$ cat config.mk
export PLATFORM = sky130hd
export DESIGN_NAME = partial_slot_mgr
export DESIGN_NICKNAME = d
export VERILOG_FILES = /design/src/rtl/rbm_pkg.sv /design/src/rtl/rbm_slot_map.sv /design/src/rtl/rbm_valid_bank.sv /design/src/rtl/partial_slot_mgr.sv
export SDC_FILE = /design/constraint.sdc
export NUM_CORES = 1
export LEC_CHECK = 0
export ABC_CLOCK_PERIOD_IN_PS = 2500
export BUFFER_PORTS_ARGS = -buffer_cell sky130_fd_sc_hd__buf_2
export CAP_MARGIN = 20
export CORE_MARGIN = 2
export CORE_UTILIZATION = 45
export CTS_CLUSTER_SIZE = 24
export DETAILED_ROUTE_END_ITERATION = 8
export PLACE_DENSITY_LB_ADDON = 0.25
export SYNTH_ARGS = -nofsm -noshare
export SYNTH_HDL_FRONTEND = slang
export SYNTH_SLANG_ARGS = --single-unit
$ cat constraint.sdc
create_clock -name clk -period 2.5 [get_ports clk]
set_clock_uncertainty 0.1 [all_clocks]
set_input_delay 0.125 -clock clk [delete_from_list [all_inputs] [get_ports clk]]
set_output_delay 0.125 -clock clk [all_outputs]
set_load 0.01 [all_outputs]
$ cat src/rtl/rbm_pkg.sv
package rbm_pkg;
  localparam int NSTORE = 3;

  typedef enum logic [1:0] {
    STORE_OP1  = 2'd0,
    STORE_OP2  = 2'd1,
    STORE_PARK = 2'd2,
    STORE_NONE = 2'd3
  } store_e;

  function automatic int windows_for(input int pipe);
    return $clog2(pipe) + 2;
  endfunction

  function automatic int nodes_for(input int pipe);
    return (pipe + 1) / 2;
  endfunction
endpackage

$ cat src/rtl/rbm_slot_map.sv
module rbm_slot_map import rbm_pkg::*; #(
  parameter int WINDOWS = 4,
  parameter int NODES   = 2,
  parameter int WIN_W   = 2,
  parameter int NODE_W  = 1,
  parameter int AW      = 3
) (
  input  logic              req,
  input  logic [1:0]        store,
  input  logic [WIN_W-1:0]  win,
  input  logic [NODE_W-1:0] node,
  output logic [NSTORE-1:0] en,
  output logic [AW-1:0]     slot
);
  logic in_range;
  int unsigned lin;

  always_comb begin
    in_range = (int'(win) < WINDOWS) && (int'(node) < NODES);
    lin      = int'(win) * NODES + int'(node);
    slot     = lin[AW-1:0];
  end

  for (genvar s = 0; s < NSTORE; s++) begin : g_dec
    assign en[s] = req && in_range && (store_e'(store) == store_e'(s));
  end
endmodule

$ cat src/rtl/rbm_valid_bank.sv
module rbm_valid_bank #(
  parameter int SLOTS = 8,
  parameter int AW    = 3
) (
  input  logic             clk,
  input  logic             rst,
  input  logic             wr_en,
  input  logic [AW-1:0]    wr_slot,
  input  logic             rd_en,
  input  logic [AW-1:0]    rd_slot,
  output logic [SLOTS-1:0] valid,
  output logic             rd_old,
  output logic             clash
);
  logic same_slot;

  always_comb begin
    same_slot = rd_en && (rd_slot == wr_slot);
    rd_old    = rd_en && valid[rd_slot];
    clash     = wr_en && valid[wr_slot] && !same_slot;
  end

  // read clears first, write sets last: a same-cycle reuse keeps the slot
  always_ff @(posedge clk) begin
    if (rst) begin
      valid <= '0;
    end else begin
      if (rd_en) valid[rd_slot] <= 1'b0;
      if (wr_en) valid[wr_slot] <= 1'b1;
    end
  end

  assert_write_sets_R4: assert property (@(posedge clk) disable iff (rst)
    wr_en |=> valid[$past(wr_slot)]);

  assert_read_clears_R5: assert property (@(posedge clk) disable iff (rst)
    (rd_en && !(wr_en && wr_slot == rd_slot)) |=> !valid[$past(rd_slot)]);
endmodule

$ cat src/rtl/partial_slot_mgr.sv
module partial_slot_mgr import rbm_pkg::*; #(
  parameter  int PIPE_STAGES = 4,
  localparam int WINDOWS = windows_for(PIPE_STAGES),
  localparam int NODES   = nodes_for(PIPE_STAGES),
  localparam int SLOTS   = WINDOWS * NODES,
  localparam int WIN_W   = $clog2(WINDOWS),
  localparam int NODE_W  = (NODES > 1) ? $clog2(NODES) : 1,
  localparam int AW      = (SLOTS > 1) ? $clog2(SLOTS) : 1
) (
  input  logic                    clk,
  input  logic                    rst,
  input  logic                    wr_req,
  input  logic [1:0]              wr_store,
  input  logic [WIN_W-1:0]        wr_win,
  input  logic [NODE_W-1:0]       wr_node,
  input  logic                    rd_req,
  input  logic [1:0]              rd_store,
  input  logic [WIN_W-1:0]        rd_win,
  input  logic [NODE_W-1:0]       rd_node,
  output logic [NSTORE-1:0]       ram_we,
  output logic [AW-1:0]           ram_waddr,
  output logic [NSTORE-1:0]       ram_re,
  output logic [AW-1:0]           ram_raddr,
  output logic                    rd_hit,
  output logic                    wr_clash,
  output logic [NSTORE*SLOTS-1:0] occupancy
);
  logic [NSTORE-1:0] wr_en, rd_en, old_hit, clash_v;
  logic [AW-1:0]     wr_slot, rd_slot;

  rbm_slot_map #(.WINDOWS(WINDOWS), .NODES(NODES), .WIN_W(WIN_W),
                 .NODE_W(NODE_W), .AW(AW)) u_wmap (
    .req(wr_req), .store(wr_store), .win(wr_win), .node(wr_node),
    .en(wr_en), .slot(wr_slot));

  rbm_slot_map #(.WINDOWS(WINDOWS), .NODES(NODES), .WIN_W(WIN_W),
                 .NODE_W(NODE_W), .AW(AW)) u_rmap (
    .req(rd_req), .store(rd_store), .win(rd_win), .node(rd_node),
    .en(rd_en), .slot(rd_slot));

  for (genvar s = 0; s < NSTORE; s++) begin : g_bank
    rbm_valid_bank #(.SLOTS(SLOTS), .AW(AW)) u_bank (
      .clk(clk), .rst(rst),
      .wr_en(wr_en[s]), .wr_slot(wr_slot),
      .rd_en(rd_en[s]), .rd_slot(rd_slot),
      .valid(occupancy[s*SLOTS +: SLOTS]),
      .rd_old(old_hit[s]), .clash(clash_v[s]));
  end

  always_ff @(posedge clk) begin
    if (rst) begin
      ram_we    <= '0;
      ram_re    <= '0;
      ram_waddr <= '0;
      ram_raddr <= '0;
      rd_hit    <= 1'b0;
      wr_clash  <= 1'b0;
    end else begin
      ram_we   <= wr_en;
      ram_re   <= rd_en;
      rd_hit   <= |old_hit;
      wr_clash <= |clash_v;
      if (|wr_en) ram_waddr <= wr_slot;
      if (|rd_en) ram_raddr <= rd_slot;
    end
  end

  assert_we_onehot_R2: assert property (@(posedge clk) disable iff (rst)
    $onehot0(ram_we));

  assert_re_onehot_R3: assert property (@(posedge clk) disable iff (rst)
    $onehot0(ram_re));

  assert_addr_range_R1: assert property (@(posedge clk) disable iff (rst)
    (|ram_we) |-> (int'(ram_waddr) < SLOTS));

  assert_hit_needs_read_R5: assert property (@(posedge clk) disable iff (rst)
    rd_hit |-> (|ram_re));

  assert_clash_needs_write_R6: assert property (@(posedge clk) disable iff (rst)
    wr_clash |-> (|ram_we));
endmodule

== Yosys cells after proc, flatten, opt, wreduce, memory -nomap -nowiden ==
Cells that the tools add are included.
Word-level totals
  register bits after elaboration: 38
  word-level logic and storage cells: 81
Cells by class
  add/subtract/negate cells: 2
  order comparisons: 4
  eq/ne operators: 5
  muxes and demuxes: 25
  bitwise gates (word level): 7
  reductions and logical operators: 29
Operators by type and width (number)
  two-way mux 8 bit: 9
  AND 8 bit: 3
  bitwise OR 8 bit: 3
  logical AND 1 bit: 20
  binary-select mux 1 bit (select 3 bit): 6
  OR reduction 3 bit: 4
  less-than comparator 3 x 4 -> 1 bit (second input constant): 2
  two-way mux 1 bit: 8
  NOT 8 bit: 1
  adder 3 x 1 -> 3 bit: 2
  demux 1 bit (select 3 bit): 2
  greater-or-equal comparator 3 x 1 -> 1 bit (second input constant): 2
  == test 2 x 1 -> 1 bit (second input constant): 2
  == test 2 bit (second input constant): 2
  zero test 2 bit: 2
  == test 3 bit: 1
  zero test 1 bit: 3

== Depth between registers and ports, before layout ==
  word-level depth: 11
  mapped depth: 7
  mapped depth without buffers: 5

== By module ==
A second synthesis with hierarchy kept.
Second synthesis, totals
  cell total of the unflattened synthesis: 257
  area total of the unflattened synthesis: 2268.4 µm²
Modules (own cells, without submodules)
  rbm_valid_bank at g_bank[0].u_bank ...: times used 2, cells each 67, area each 565.5 µm², sequential area each 160.2 µm²
  rbm_valid_bank at g_bank[2].u_bank: times used 1, cells each 68, area each 555.5 µm², sequential area each 160.2 µm²
  partial_slot_mgr: times used 1, cells each 43, area each 476.7 µm², sequential area each 280.3 µm²
  rbm_slot_map: times used 2, cells each 6, area each 52.6 µm², sequential area each 0.0 µm²

== Worst setup path after synthesis ==
No wires, ideal clock.
  path type: register to register
  from: reg g_bank[0].u_bank.valid[3]
  to: reg rd_hit
  arrival time: 1.365 ns
  required time: 2.280 ns
  setup slack: 0.915 ns
  stages on the path, launching flop included: 6
  path buffers: 0
  clock period less this slack: 1.585 ns
  path through: dfxtp_1 -> mux2_1 -> a22oi_1 -> nor2_1 -> a221o_1 -> a211o_1
Between the ends
  word-level cells in the longest chain between the ends: 4
Ends and longest elaborated chain
  from (decl): line rbm_valid_bank.sv:11  | output logic [SLOTS-1:0] valid,
  from (signal assigned): line rbm_valid_bank.sv:26  | valid <= '0;
  from (signal, indexed assignment): line rbm_valid_bank.sv:28  | if (rd_en) valid[rd_slot] <= 1'b0;
  from (signal, indexed assignment): line rbm_valid_bank.sv:29  | if (wr_en) valid[wr_slot] <= 1'b1;
  binary-select mux 1 bit (select 3 bit): line rbm_valid_bank.sv:19  | rd_old = rd_en && valid[rd_slot];
  two-way mux 1 bit (implied by the code): line rbm_valid_bank.sv:19
  logical AND 1 bit: line rbm_valid_bank.sv:19
  OR reduction 3 bit: line partial_slot_mgr.sv:61  | rd_hit <= |old_hit;
  to (signal assigned): line partial_slot_mgr.sv:61
  to (decl): line partial_slot_mgr.sv:24  | output logic rd_hit,
No other way between the ends. The select of a mux whose other input is x is not followed.
A chain may end at the register's enable or synchronous reset.

== Worst setup path in the final report ==
Same ends and word-level chain as after synthesis.

==> run_results.csv <==
group,metric,value,unit
synth,synth_edf_count,0,
detailed_routing,drt_iter0_markers,210,
finish,syn_to_final_growth,15.5,%
synth,mappedNetlistArea,0.00198,mm2
run_status,result_of_the_run,"complete, no violations",
floorplan,die-height,70.3,um
synth,postSynthRegisterBits,38,
synth,async_flop_share,0,%
finish,final_cell_area,0.00229,mm2
clock_network,tritoncts,"done",
synth,synth_warnings,0,
detailed_routing,wl_per_cell,18.1,um
critical_path,path_cells,"mux2_1 > a22oi_1 > nor2_1 > a221o_1 > a211o_1",
synth,netlist-cell-type-count,45,
synth,synth.top_cell.area_share,38.4,%
detailed_routing,route.vias.total,1888,
critical_path,timing.critical_path.fanout_max,4,
critical_path,crit_path_end_kind,"flop",
grt,track_usage,23.6,%
clock_network,cts_htree_levels,2,
critical_path,worstPathArrival,1710,ps
worst_hold_path,holdCritPathClass,"input pin to flop",
timing,timing.slew.headroom,62.0,%
placement,gp_congestion,0.914,
critical_path,worstSetupPathType,"flop to flop",
finish,n_fill_cell,421,
critical_path,worstPathRequired,2570,ps
clock_network,source_to_sink_clock_delay_at_the_later_pin_of_the_worst_skew_pair,290,ps
detailed_routing,wl_met3,474,um
floorplan,die_extent_in_x,70.3,um
synth,netlist.top_cell.by_area,"sky130_fd_sc_hd__dfxtp_1",
finish,final_net_count,274,
floorplan,rows,24,
timing,final.setup.tns,0,ps
critical_path,timing.critical_path.slowest_cell_delay,330,ps
synth,syn-num-nets,234,
detailed_routing,drt_pass1_iterations,4,
grt,overflow,0,
floorplan,floorplan.initialDensity,46.1,%
finish,area_of_the_multi_input_gates,0.00110,mm2
grt,grt_max_degree,28,
critical_path,critical_path.startpoint_type,"flop",
synth,ys_dominant_reg_cell,"sky130_fd_sc_hd__dfxtp_1",
detailed_routing,detail_route_antenna_nets,0,
timing,setup_viol_count_final,0,
timing,post-route-min-period,1640,ps
detailed_routing,routed.top_layer,"met4",
finish,post_route_cells_drive_above_1_share,26.3,%
critical_path,cp.buffers_inverters,0,
clock_network,clk_root_buffer_cell,"sky130_fd_sc_hd__clkbuf_8",
clock_network,cts-hold-fix-buffers,0,
detailed_routing,dr_wl_met2,2560,um
timing,tightestPinTransition,565,ps
synth,synth_area_per_cell,9.00,um2
clock_network,quantity_of_gates_resized_following_cts,0,
pwr,ir_drop,0.270,mV
detailed_routing,totalWireLength,5640,um
finish,antenna_diode_count,0,
grt,grt_antenna_before_repair,0,
pwr,p_leak,0.000990,uW
clock_network,tritoncts.num_buffers,5,
floorplan,floorplan.core_area,0.00429,mm2
detailed_routing,detail_route.drc_violations,0,
clock_network,max-clock-path-buffers,2,
grt,vias_in_the_first_global_route,1742,
placement,place.detailed.hpwl,3880,um
placement,io_buffers,51,
clock_network,clock_transition_at_the_registers_of_the_reported_paths,70,ps
finish,mostFrequentLayoutCell,"sky130_fd_sc_hd__buf_2",
placement,post_dp_cell_area,0.00221,mm2
floorplan,die_area,0.00495,mm2
timing,achievable-frequency,611,MHz
grt,wire_length_of_the_first_global_routing_pass,9100,um
pwr,power-per-cell-area,523,mW/mm2
timing,slew_viol_final,0,
finish,post-route-util,53.3,%
floorplan,io_pins,52,
synth,syn_inst,220,
synth,synth.area.top_cells,"sky130_fd_sc_hd__dfxtp_1 38%, sky130_fd_sc_hd__mux2i_1 6.1%, sky130_fd_sc_hd__o21ai_0 5.8%",
clock_network,postCtsSetupBuffers,0,
synth,ys_seq_area_share,38.4,%
finish,leading_cell_types_in_the_layout_fill_and_taps_excluded,"51 x sky130_fd_sc_hd__buf_2, 38 x sky130_fd_sc_hd__dfxtp_1, 23 x sky130_fd_sc_hd__o21ai_0, 21 x sky130_fd_sc_hd__nor2_1",
timing,min_period_over_period,65.4,%
clock_network,cts_num_sinks,38,
pwr,report.power.total,1200,uW
critical_path,worst_path_max_delay_cell,"sky130_fd_sc_hd__dfxtp_1",
finish,seqCellArea,761,um2
timing,layout_setup_ws,864,ps
detailed_routing,met1Wirelength,2450,um
critical_path,worst_path_dominant_cell_family,"compound AO/OA/AOI/OAI gates",
detailed_routing,vias_per_cell,6.07,
placement,preCtsSetupSlack,626,ps
run,max_cap_violations,0,
timing,grt_setup_unrepaired,"no",
timing,hold_violations,0,
## flip-flops by register name, indices dropped and copies added (netlist names)
signal / count
wr_clash: 1
ram_raddr: 3
ram_waddr: 3
rd_hit: 1
ram_we: 3
ram_re: 3
g_bank.u_bank.valid: 24
## cell families after synthesis
kind of cell | Yosys count | share of synthesized area [%]
simple gates | 67 | 18.1
compound gates | 66 | 22.4
flops | 38 | 38.4
buf+inv | 25 | 6.13
mux | 21 | 13.6
xor+xnor | 3 | 1.33
## report_power, final
part	switching [uW]	total [uW]	internal [uW]	leakage [uW]
clock	202	415	213	0.0000431
combinational	101	154	53.8	0.000639
sequential	8.85	628	619	0.000308
## cell usage after synthesis, types with 3 or more instances
cell and count:
sky130_fd_sc_hd__o21ai_0 23, sky130_fd_sc_hd__nor3_1 4, sky130_fd_sc_hd__xor2_1 3, sky130_fd_sc_hd__mux2i_1 12, sky130_fd_sc_hd__nand3b_1 10, sky130_fd_sc_hd__o211ai_1 12, sky130_fd_sc_hd__mux2_2 4, sky130_fd_sc_hd__nand3_1 7
sky130_fd_sc_hd__buf_1 3, sky130_fd_sc_hd__dfxtp_1 38, sky130_fd_sc_hd__nor3b_1 3, sky130_fd_sc_hd__a21oi_1 9, sky130_fd_sc_hd__mux4_2 3, sky130_fd_sc_hd__inv_1 7, sky130_fd_sc_hd__buf_2 7, sky130_fd_sc_hd__nor2_1 21
sky130_fd_sc_hd__a221o_1 3, sky130_fd_sc_hd__clkbuf_1 5, sky130_fd_sc_hd__nand2_1 9, sky130_fd_sc_hd__a22oi_1 5, sky130_fd_sc_hd__and2_1 3
## per-stage QoR
stage | hold WS (ps) | cells
after floorplan | 219 | 220
after global placement | 377 | 305
after detailed placement | 387 | 305
after CTS | 148 | 311
after global routing | 179 | 311
final | 151 | 311
## final timing paths
kind	start	endpoint	slack (ps)	depth (start not counted)
worst max-delay path	g_bank[0].u_bank.valid[3]	rd_hit	860	5
worst min-delay path	rst	ram_waddr[1]	150	2
worst max register to register	g_bank[0].u_bank.valid[3]	rd_hit	860	5
worst min register to register	ram_waddr[1]	ram_waddr[1]	390	2
## metal layers
layer  track usage [%]  vias to the layer above
met5                 0                        -
met4              8.97                        0
met3              6.78                       14
met2              35.5                       93
met1              31.9                      885
li1                  -                      896
## layout make-up
cell class / instances / share of cell area, %
multi-input combinational: 157 / 48.0
sequential: 38 / 33.2
timing repair buffer: 51 / 11.2
clock buffer: 6 / 3.61
tap: 52 / 2.84
inverter: 7 / 1.15
## worst register-to-register path, delay by kind of cell, from the launching register on
kind / cells / cell delay (ps)
compound gates: 3 / 730
flops: 1 / 330
mux: 1 / 290
simple gates: 1 / 60
Note: power is estimated with default switching activity, not from simulation.
